`config.mk`:
```
export PLATFORM = sky130hd
export DESIGN_NAME = qdr_b2_sram
export DESIGN_NICKNAME = d
export VERILOG_FILES = /design/src/rtl/qdr_b2_sram.sv
export SDC_FILE = /design/constraint.sdc
export NUM_CORES = 1
export LEC_CHECK = 0
export BUFFER_PORTS_ARGS = -buffer_cell sky130_fd_sc_hd__buf_2
export CORE_MARGIN = 10
export CORE_UTILIZATION = 30
export CTS_BUF_LIST = sky130_fd_sc_hd__clkbuf_8
export CTS_CLUSTER_DIAMETER = 50
export DETAILED_ROUTE_END_ITERATION = 6
export GPL_TIMING_DRIVEN = 0
export HOLD_SLACK_MARGIN = 0.08
export PLACE_DENSITY_LB_ADDON = 0.25
export SLEW_MARGIN = 10
export SYNTH_ARGS = -nofsm -noshare
export SYNTH_HDL_FRONTEND = slang
export SYNTH_SLANG_ARGS = --single-unit
```
`constraint.sdc`:
```
create_clock -name clk -period 2.3 [get_ports clk]
set_input_delay 0.115 -clock clk [delete_from_list [all_inputs] [get_ports clk]]
set_output_delay 0.115 -clock clk [all_outputs]
set_load 0.02 [all_outputs]
```
`src/rtl/qdr_b2_sram.sv`:
```
module qdr_b2_sram #(
  parameter int AW     = 4,
  parameter int LANE_W = 9,
  parameter int LANES  = 2,
  parameter int RD_LAT = 3
) (
  input  logic                    clk,
  input  logic                    rst_n,
  input  logic                    rd_n,
  input  logic                    wr_n,
  input  logic [AW-1:0]           addr,
  input  logic [LANE_W*LANES-1:0] d,
  input  logic [LANES-1:0]        lane_n,
  output logic [LANE_W*LANES-1:0] q,
  output logic                    q_oe
);
  localparam int DW    = LANE_W * LANES;
  localparam int WORDS = 2 ** (AW + 1);

  logic             ph;
  logic [DW-1:0]    mem [WORDS];
  logic             wpend;
  logic [DW-1:0]    wd0;
  logic [LANES-1:0] wm0;
  logic [RD_LAT-1:0] p_v;
  logic [AW-1:0]    p_a [RD_LAT];
  logic             b1_v;
  logic [AW-1:0]    b1_a;

  function automatic logic [DW-1:0] merge(input logic [DW-1:0] old_w,
                                          input logic [DW-1:0] new_w,
                                          input logic [LANES-1:0] msk_n);
    logic [DW-1:0] r;
    r = old_w;
    for (int l = 0; l < LANES; l++)
      if (!msk_n[l]) r[l*LANE_W +: LANE_W] = new_w[l*LANE_W +: LANE_W];
    return r;
  endfunction

  wire           commit = ph && wpend;
  wire           beat0  = p_v[RD_LAT-1];
  wire [AW-1:0]  rd_a   = beat0 ? p_a[RD_LAT-1] : b1_a;
  wire           rd_b   = !beat0;
  wire [DW-1:0]  rd_raw = mem[{rd_a, rd_b}];
  wire           fwd    = commit && (addr == rd_a);
  wire [DW-1:0]  rd_val = !fwd ? rd_raw :
                          (rd_b ? merge(rd_raw, d, lane_n) : merge(rd_raw, wd0, wm0));

  always_ff @(posedge clk) begin
    if (!rst_n) begin
      ph    <= 1'b0;
      wpend <= 1'b0;
      wd0   <= '0;
      wm0   <= '1;
      for (int i = 0; i < WORDS; i++) mem[i] <= '0;
    end else begin
      ph <= ~ph;
      if (!ph) begin
        wpend <= !wr_n;
        wd0   <= d;
        wm0   <= lane_n;
      end else begin
        wpend <= 1'b0;
      end
      if (commit) begin
        mem[{addr, 1'b0}] <= merge(mem[{addr, 1'b0}], wd0, wm0);
        mem[{addr, 1'b1}] <= merge(mem[{addr, 1'b1}], d, lane_n);
      end
    end
  end

  always_ff @(posedge clk) begin
    if (!rst_n) begin
      p_v  <= '0;
      b1_v <= 1'b0;
      b1_a <= '0;
      q    <= '0;
      q_oe <= 1'b0;
      for (int s = 0; s < RD_LAT; s++) p_a[s] <= '0;
    end else begin
      p_v[0] <= !ph && !rd_n;
      p_a[0] <= addr;
      for (int s = 1; s < RD_LAT; s++) begin
        p_v[s] <= p_v[s-1];
        p_a[s] <= p_a[s-1];
      end
      b1_v <= beat0;
      b1_a <= p_a[RD_LAT-1];
      q_oe <= beat0 || b1_v;
      q    <= (beat0 || b1_v) ? rd_val : '0;
    end
  end

  AST_BEAT_PAIR: assert property (@(posedge clk) disable iff (!rst_n)
    $rose(q_oe) |=> q_oe);

  AST_DESELECT_NO_WRITE: assert property (@(posedge clk) disable iff (!rst_n)
    (ph && !wpend) |=> mem[{$past(addr), 1'b0}] == $past(mem[{addr, 1'b0}]));

  AST_NO_COMMIT_ON_K: assert property (@(posedge clk) disable iff (!rst_n)
    !ph |=> mem[{$past(addr), 1'b1}] == $past(mem[{addr, 1'b1}]));

  AST_MASKED_KEEPS: assert property (@(posedge clk) disable iff (!rst_n)
    (commit && (&lane_n)) |=> mem[{$past(addr), 1'b1}] == $past(mem[{addr, 1'b1}]));
endmodule

```
==> results of run 1 <==
==> stage by stage <==
stage | instances | util [%]
finish | 3815 | 37.5
global placement | 3494 | 32.1
CTS | 3800 | 36.9
global route | 3811 | 37.5
floorplan | 2176 | -
detailed placement | 3529 | 32.4
==> per-layer routing <==
metal	GRT usage (%)	vias up	part of all wire (%)	wire [um]
met2	29.1	957	47	48000
met5	0	-	0.024	25
met1	23.7	10000	41	42100
met4	6.08	4	3.6	3670
met3	4.12	214	8.8	9010
li1	-	8552	-	-
==> placed cells by master, fill, tap and decap left out, types with 7 or more instances in the layout <==
cell,n
and2_1,595
edfxtp_1,576
clkbuf_8,135
mux2i_1,102
mux4_2,84
nand2_1,76
buf_4,75
clkbuf_1,63
dfxtp_1,57
inv_1,51
buf_2,50
nor3_1,42
nor2_1,37
dlygate4sd3_1,36
a21oi_1,31
o21ai_4,30
o22ai_1,30
nor3b_1,30
o22ai_2,28
nor2_2,25
clkbuf_2,24
nor2b_1,23
o21ai_2,23
mux2i_4,20
nor2_4,18
a31oi_1,18
buf_12,17
or4_4,16
clkinv_1,15
o21ai_1,14
buf_6,14
buf_1,13
mux2i_2,13
nor3_2,12
o21ai_0,12
a211oi_1,11
a41o_1,9
clkinv_2,9
clkbuf_4,8
clkinvlp_4,7
==> cell families after synthesis <==
logic type / share of synthesized area (%)
compound gates: 4.82
xor+xnor: 0.0900
buf+inv: 2.40
flops: 63.4
mux: 11.2
simple gates: 18.1
==> what timing repair did <==
item                                   in CTS  in global routing
setup endpoints to repair                1130                270
resized for setup                         437                 97
endpoints found under the hold margin     141                  0
setup buffers                              30                 11
pin swaps                                  30                 15
cloned                                      3                  0
hold buffers                               36                  0
==> worst max-delay path, cell delays in order, from the launching register on <==
cell,delay (ns)
dfxtp_4,0.41
buf_6,0.12
mux2_4,0.39
buf_16,0.19
mux2i_4,0.23
o22ai_1,0.12
or4_1,0.55
a41o_1,0.31
==> flip-flops by register name (all words and copies together), names as in the netlist <==
name,flops
wm0,2
p_a,12
b1_a,4
wd0,18
ph,1
q_oe,1
b1_v,1
q,18
wpend,1
mem,576
p_v,3
==> area by class of cell <==
type,count,area share [%]
well taps,1276,4.41
clock inverters,81,1.12
flip-flops and latches,637,51.2
repair buffers,156,3.57
diodes,5,0.0346
inverters,7,0.0830
plain buffers,163,3.14
clock buffers,125,4.76
multi-input cells,1365,31.7
==> power by group through the flow <==
stage | clock [mW] | sequential (mW) | combinational, mW
after global placement | 0 | 13.3 | 1.41
after CTS | 10.1 | 13.1 | 1.73
after floorplan | 0 | 13.3 | 0.762
after global routing | 10.6 | 13.1 | 1.87
final | 9.90 | 13.1 | 1.80
after detailed placement | 0 | 13.3 | 1.48
==> how the worst min path moves through the flow <==
stage / from / endpoint / slack (ns) / cells after the start
after floorplan: rd_n / p_v[0]$_SDFF_PN0_ / 0.19 / 1
after global placement: wr_n / wpend$_SDFF_PP0_ / 0.28 / 2
after detailed placement: rd_n / p_v[0]$_SDFF_PN0_ / 0.29 / 2
after CTS: rst_n / wd0[14]$_SDFFE_PN0N_ / 0.09 / 3
after global routing: rst_n / wd0[8]$_SDFFE_PN0N_ / 0.10 / 3
final: rst_n / wd0[8]$_SDFFE_PN0N_ / 0.14 / 3
==> results.md, run 1 <==
- EDFF count, synth: 576
- Setup TNS: -3.36 ns
- Reg area: 0.0185 sq mm
- NetSw: 6.14 mW
- Yosys warns: 0
- Min Hold Slack: 0.141 ns
- Setup-failing EPs final: 62
- Critical path endpoint: q[17]$_SDFF_PN0_
- Worst clock skew: 0.0709 ns
- Final WL: 103 mm
- Clock network power share: 39.9%
- CP Launch Type: flip-flop
- Largest net degree at the start of global routing: 17
- Register area share after synthesis: 63.4%
- PD cells: 685 mW/mm^2
- Ys flop type: edfxtp_1
- Post-synth top cells: and2_1, edfxtp_1, mux2i_1
- Register share of total power: 52.8%
- Number of I/O port buffers: 42
- Launching point of the worst reg2reg path: p_v[2]$_SDFF_PN0_
- Routability Congestion: 0.932
- Unrepaired setup endpoints after global routing: yes
- Multi-input gate area: 0.0115 sq mm
- Clock root buffer: clkbuf_8
- Failing checks: negative setup slack
- Total GRT Usage: 18.0%
- VDD IR max: 478 uV
- Starting Density: 30.2%
- Area Overhead vs Synth: 23.9%
- Max-Cap Viols: 0
- Top-count cell post-synth: and2_1
- Req. time, crit path: 2.88 ns
- Clock tree buffer depth: 3
- Lkg Pwr: 12.7 nW
- F_max: 401 MHz
- Syn_area_per_cell: 13.4 sq um
- Placed cell areas: 0.0313 sq mm
- CP Class: reg2reg
- Vias/cell: 5.17
- Filler Cells Inserted: 9168
- Slew HR: 16.0%
- Pre-antenna DRT Iters: 5
- Antenna violations before repair: 9
- Final Cell Area: 0.0362 sq mm
- Final HPWL DP: 72.7 mm
- Synth Instances: 2176
- Synth top area share: 59.2%
- Final WS setup: -0.194 ns
- CP Launch Point: p_v[2]$_SDFF_PN0_
- CP arrival: 3.08 ns
- Setup Slack @ Placement: -1.28 ns
- Hold Vio Cnt, Final: 0
- H-tree levels: 3
- Crit share post-route: 108%
- #FFs+latches synth: 637
- Minimum clock period: 2.49 ns
- Switch share: 24.8%
- Combinational Power Share: 7.2%
- Die area: 0.110 sq mm
- Initial detailed-routing violation count: 2166
- R2R Setup Slk: -0.19 ns
- Post-route ant nets: 0
- Post-synth ARST share: 0%
- Final net count: 2470
- Synth cell types: 42
- HP Class: in2reg
- Worst setup EP type: flip-flop
- Worst R2R Path Depth: 7
- Yosys top cell by area: edfxtp_1
- Vias in the first global route: 20.0k
- CP Max Fanout: 8
- First-pass GRT wire length: 145 mm
- Skew-Pair Late Insertion Delay: 0.75 ns
- IO Pins: 47
- Status: complete, but fails checks
- Core area: 0.0966 sq mm
- Final Slew Violations: 0
- Synth top area cells: edfxtp_1, and2_1, mux4_2
- Drt wl/cell: 27.0 um
- Share of post-route cells with drive strength above 1: 26.1%
- Slew @ Worst Pin: 1.26 ns
- GRT overflow: 0
- CTS buffer count: 112
- Std-Cell Rows: 114
- Horiz. Die Dim: 332 um
- Clock transition at path regs: 0.06 ns
- Clock sinks: 637
- TritonCTS clock tree: built
- Post-layout power: 24.8 mW
- Via Count: 19.7k
- Residual DRC count: 0
- Int Pwr: 18.7 mW
- Worst reg2reg path endpoint: q[17]$_SDFF_PN0_
- Synth Net Count: 2204
- DIE HEIGHT: 332 um
- Post-Syn Area: 0.0292 sq mm
Note: power is estimated with default switching activity, not from simulation.
==> inputs of run 2 (changes only) <==
ABC_CLOCK_PERIOD_IN_PS = 2300   (was not set)
SKIP_LAST_GASP = 1   (was not set)
==> results.md, run 2 (synthesis gave the netlist of run 1 again) <==
- Status: complete, but fails checks
- Failing checks: negative setup slack
- Cell Chain, Critical Path: buf_8, mux2_4, mux4_2, a2111o_1, a211o_1, a41o_1
- Final WL: 103 mm
- Share of post-route cells with drive strength above 1: 24.8%
- Commonest non-fill, non-tap cell in the layout: and2_1
- Lkg Pwr: 12.6 nW
- HP Class: in2reg
- Pre-antenna DRT Iters: 6
- CP Launch Type: flip-flop
- Final Cell Area: 0.0359 sq mm
- Worst path max stage delay: 0.60 ns
- NetSw: 6.13 mW
- Antenna violations before repair: 9
- Setup Slack @ Placement: -1.28 ns
- Routability Congestion: 0.932
- Biggest regs: mem x576, q x18, wd0 x18
- Starting Density: 30.2%
- Combinational Power Share: 7.1%
- Slew @ Worst Pin: 1.24 ns
- Min Hold Slack: 0.137 ns
- Hold path startpoint: rst_n
- Clock network power share: 40.0%
- CP Max Fanout: 8
- Final net count: 2468
- Worst path bufs/invs: 1
- H-tree levels: 3
- Core area: 0.0966 sq mm
- Minimum clock period: 2.55 ns
- Final Util: 37.1%
- Crit share post-route: 111%
- First-pass GRT wire length: 144 mm
- Final WS setup: -0.253 ns
- Setup-failing EPs final: 89
- DIE HEIGHT: 332 um
- Worst setup EP type: flip-flop
- Int Pwr: 18.6 mW
- Final HPWL DP: 72.7 mm
- Total GRT Usage: 18.0%
- GRT overflow: 0
- PD cells: 691 mW/mm^2
- Clock sinks: 637
- CP max stage cell: mux4_2
- Reg area: 0.0185 sq mm
- Clock tree buffer depth: 3
- Biggest register: mem
- Vias in the first global route: 20.0k
- Most frequent cells in the layout: and2_1, edfxtp_1, clkbuf_8
- Die area: 0.110 sq mm
- Register share of total power: 52.9%
- Horiz. Die Dim: 332 um
- Drt wl/cell: 27.0 um
- Post-route ant nets: 0
- Switch share: 24.7%
- Vias/cell: 5.19
- Slew HR: 17.2%
- Post-layout power: 24.8 mW
- Clock transition at path regs: 0.06 ns
- Unrepaired setup endpoints after global routing: yes
- Largest register FFs: 576
- Largest net degree at the start of global routing: 17
- Via Count: 19.8k
- Hold Vio Cnt, Final: 0
- Residual DRC count: 0
- Launching point of the worst reg2reg path: p_v[2]$_SDFF_PN0_
- Max-Cap Viols: 0
- Std-Cell Rows: 114
- CTS buffer count: 112
- CP Launch Point: p_v[2]$_SDFF_PN0_
- Placed cell areas: 0.0313 sq mm
- Skew-Pair Late Insertion Delay: 0.76 ns
- Top Family by Delay on Critical Path: multiplexers
- IO Pins: 47
- Worst clock skew: 0.0752 ns
- Final Slew Violations: 0
- CP arrival: 3.13 ns
- Clock root buffer: clkbuf_8
- CP Class: reg2reg
- F_max: 392 MHz
- TritonCTS clock tree: built
- Filler Cells Inserted: 9210
- VDD IR max: 473 uV
- Initial detailed-routing violation count: 2089
- Multi-input gate area: 0.0112 sq mm
- Area Overhead vs Synth: 22.8%
- Number of I/O port buffers: 42
- Req. time, crit path: 2.87 ns
[run 2: cell types whose count changed in the layout (fill, tap and decap cells not counted), sizes merged]
cell	before	now
buf	176	174
diode	5	8
[run 2: worst reg2reg max path, stage by stage (launching register included)]
cell      delay [ns]
dfxtp_2         0.32
buf_8           0.14
mux2_4          0.39
mux4_2          0.61
a2111o_1        0.39
a211o_1         0.24
a41o_1          0.29
[run 2: metal layers]
| metal | up-vias | global-route usage [%] | part of all wire (%) |
|---|---|---|---|
| met4 | 4 | 6.34 | 3.9 |
| met2 | 962 | 29.0 | 46 |
| met3 | 225 | 4.14 | 8.7 |
| met5 | - | 0 | 0.024 |
| li1 | 8552 | - | - |
| met1 | 10000 | 23.6 | 41 |
[run 2: worst paths after layout]
kind | cells after the start | end | slack [ns]
worst max register to register | 6 | q[12]$_SDFF_PN0_ | -0.25
worst min-delay path | 3 | wd0[8]$_SDFFE_PN0N_ | 0.14
worst min register to register | 1 | p_a[0][5]$_SDFF_PN0_ | 0.40
worst max-delay path | 6 | q[12]$_SDFF_PN0_ | -0.25
[run 2: area by class of cell]
class / count / share of cell area [%]
Sequential cell: 637 / 51.7
Multi-Input combinational cell: 1365 / 31.3
Clock buffer: 125 / 4.80
Tap cell: 1276 / 4.45
Timing Repair Buffer: 153 / 3.41
Buffer: 164 / 3.09
Clock inverter: 81 / 1.13
Inverter: 7 / 0.0838
Antenna cell: 8 / 0.0558
[run 2: metrics by stage]
step                TNS, ns  std cells
detailed placement  -522.56       3529
floorplan                 0       2176
global route          -5.20       3809
CTS                   -2.74       3800
global placement    -769.29       3494
finish                -5.58       3816
[run 2: what timing repair did]
action                                  in CTS  in global routing
pin swaps                                   30                 16
endpoints found under the hold margin      141                  0
gates resized for setup                    404                 68
setup buffers                               30                  8
hold buffers                                36                  0
endpoints found under the setup margin    1130                360
gates cloned                                 3                  0
[run 2: power groups by stage]
stage               registers [mW]  logic [mW]  clock network, mW
floorplan                     13.3       0.762                  0
global placement              13.3        1.41                  0
detailed placement            13.3        1.48                  0
CTS                           13.1        1.72               10.1
global route                  13.1        1.84               10.6
finish                        13.1        1.77               9.90
==> inputs of run 3 (changes only) <==
ABC_AREA = 1   (was not set)
==> results.md, run 3 <==
- Residual DRC count: 0
- Slew @ Worst Pin: 1.47 ns
- EDFF count, synth: 576
- Share of post-route cells with drive strength above 1: 14.6%
- Std-Cell Rows: 113
- Req. time, crit path: 2.67 ns
- Largest net degree at the start of global routing: 17
- Post-synth ARST share: 0%
- Top-count cell post-synth: nand2_1
- Vias in the first global route: 23.4k
- Clock sinks: 637
- Cell Chain, Critical Path: dlygate4sd3_1, buf_2, inv_1, nand2_1, nor2_1, nand2_1, nand2_1
- Unrepaired setup endpoints after global routing: yes
- Post-synth top cells: nand2_1, nor2_1, edfxtp_1
- VDD IR max: 461 uV
- Initial detailed-routing violation count: 3217
- Cell Count Post-Placement: 4525
- Register area share after synthesis: 64.0%
- Final Instance Count excl. Fillers: 4803
- Clock root buffer: clkbuf_8
- Pre-antenna DRT Iters: 6
- Vias/cell: 5.20
- Failing checks: negative setup slack
- Biggest register: mem
- Starting Density: 30.4%
- CP max stage cell: nor2_1
- Final WL: 121 mm
- CP Class: in2reg
- Commonest non-fill, non-tap cell in the layout: nand2_1
- CP arrival: 2.69 ns
- Horiz. Die Dim: 331 um
- Minimum clock period: 2.32 ns
- Yosys top cell by area: edfxtp_1
- Antenna cells: 0
- Crit share post-route: 101%
- Setup Slack @ Placement: -1.73 ns
- Post-Syn Area: 0.0289 sq mm
- Total GRT Usage: 21.3%
- Skew-Pair Late Insertion Delay: 0.73 ns
- Drt wl/cell: 25.1 um
- Slew HR: 1.84%
- F_max: 431 MHz
- Worst setup EP type: flip-flop
- PD cells: 716 mW/mm^2
- Synth cell types: 26
- HP Class: in2reg
- Clock tree buffer depth: 3
- Yosys warns: 0
- Worst path bufs/invs: 3
- Final HPWL DP: 82.4 mm
- GRT overflow: 0
- Setup-failing EPs final: 11
- Routability Congestion: 0.968
- Ys flop type: edfxtp_1
- CP Max Fanout: 10
- IO Pins: 47
- TritonCTS clock tree: built
- Worst clock skew: 0.0214 ns
- Status: complete, but fails checks
- CTS buffer count: 111
- Most frequent cells in the layout: nand2_1, nor2_1, edfxtp_1
- Core area: 0.0953 sq mm
- Synth Instances: 3214
- Critical Path Most Common Cell: nand2_1
- Post-route ant nets: 0
- DIE HEIGHT: 331 um
- #FFs+latches synth: 637
- Hold Vio Cnt, Final: 0
- Final net count: 3482
- First-pass GRT wire length: 166 mm
- Antenna violations before repair: 0
- Worst path max stage delay: 0.64 ns
- Syn_area_per_cell: 9.00 sq um
- Top Family by Delay on Critical Path: simple AND/OR/NAND/NOR gates
- Synth top area share: 59.8%
- Number of I/O port buffers: 46
- Clock transition at path regs: 0.06 ns
- CP Launch Type: primary input
- Lkg Pwr: 14.4 nW
- Final Slew Violations: 0
- Largest register FFs: 576
- Via Count: 25.0k
- Synth top area cells: edfxtp_1, nand2_1, nor2_1
- Final WS setup: -0.0204 ns
- H-tree levels: 3
- Synth Net Count: 3242
- Die area: 0.109 sq mm
- Biggest regs: mem x576, q x18, wd0 x18
- Area Overhead vs Synth: 20.7%
- Max-Cap Viols: 0
## run 3: final cells by class
class	instances	area, sq um
Buffer	188	1430
Tap cell	1265	1580
Sequential cell	637	18500
Multi-Input combinational cell	2324	10100
Fill cell	9871	60400
Clock buffer	117	1610
Inverter	75	293
Clock inverter	80	380
Timing Repair Buffer	117	1010
## run 3: path summary, 6_finish.rpt
check	startpoint	endpoint	slack, ns	depth (start not counted)
max	addr[1]	mem[16][16]$_SDFFCE_PN0P_	-0.02	7
min	rd_n	p_v[0]$_SDFF_PN0_	0.16	3
max reg2reg	p_v[2]$_SDFF_PN0_	q[16]$_SDFF_PN0_	0	11
min reg2reg	p_a[0][0]$_SDFF_PN0_	p_a[0][4]$_SDFF_PN0_	0.41	2
## run 3: what timing repair did
item                                    CTS  global route
pin swaps                                 8            13
resized for setup                       268           275
cloned                                   10             2
hold buffers                             33             0
buffers inserted                         32             5
endpoints found under the hold margin   145             0
setup endpoints to repair              1163           297
## run 3: kinds of logic (layout without fill, tap and decap cells)
kind of cell,count (synthesis),count (layout),synth area share [%]
AOI/OAI and AO/OA,125,125,2.43
DFF,637,637,64.0
xor gates and xnor gates,1,1,0.0303
and+or+nand+nor,2187,2198,29.9
buffers and inverters,264,577,3.65
## run 3: layer usage
| layer | vias up | share of wire (%) | track usage, % |
|---|---|---|---|
| met4 | 0 | 5.0 | 9.56 |
| met5 | - | 0 | 0 |
| li1 | 11100 | - | - |
| met2 | 1405 | 45 | 33.4 |
| met3 | 284 | 10 | 5.09 |
| met1 | 12200 | 40 | 27.7 |
## run 3: worst reg2reg max path, delay by kind of cell, from the launching register on
kind            cells  cell delay (ns)
simple gates        5             0.77
compound gates      2             0.35
buf+inv             4             0.71
flops               1             0.38
## run 3: report_power, final
part           leakage (nW)  internal [mW]  switching, mW
sequential             6.45           13.0          0.131
clock                  1.13           4.88           4.85
combinational          6.79          0.519           1.67
total                  14.4           18.4           6.65
## run 3: metrics by stage
step                      hold WS [ns]  power [mW]  TNS [ns]  cell area (sq um)  util (%)
after global routing             0.128        25.6   -0.0160              34900      36.6
after global placement           0.294        15.2  -1155.80              30700      32.3
after detailed placement         0.300        15.2  -1169.55              30800      32.3
after floorplan                  0.192        14.2         0              28900         -
after CTS                       0.0969        24.9     -1.64              34200      35.9
final                            0.161        25.0    -0.146              34900      36.6
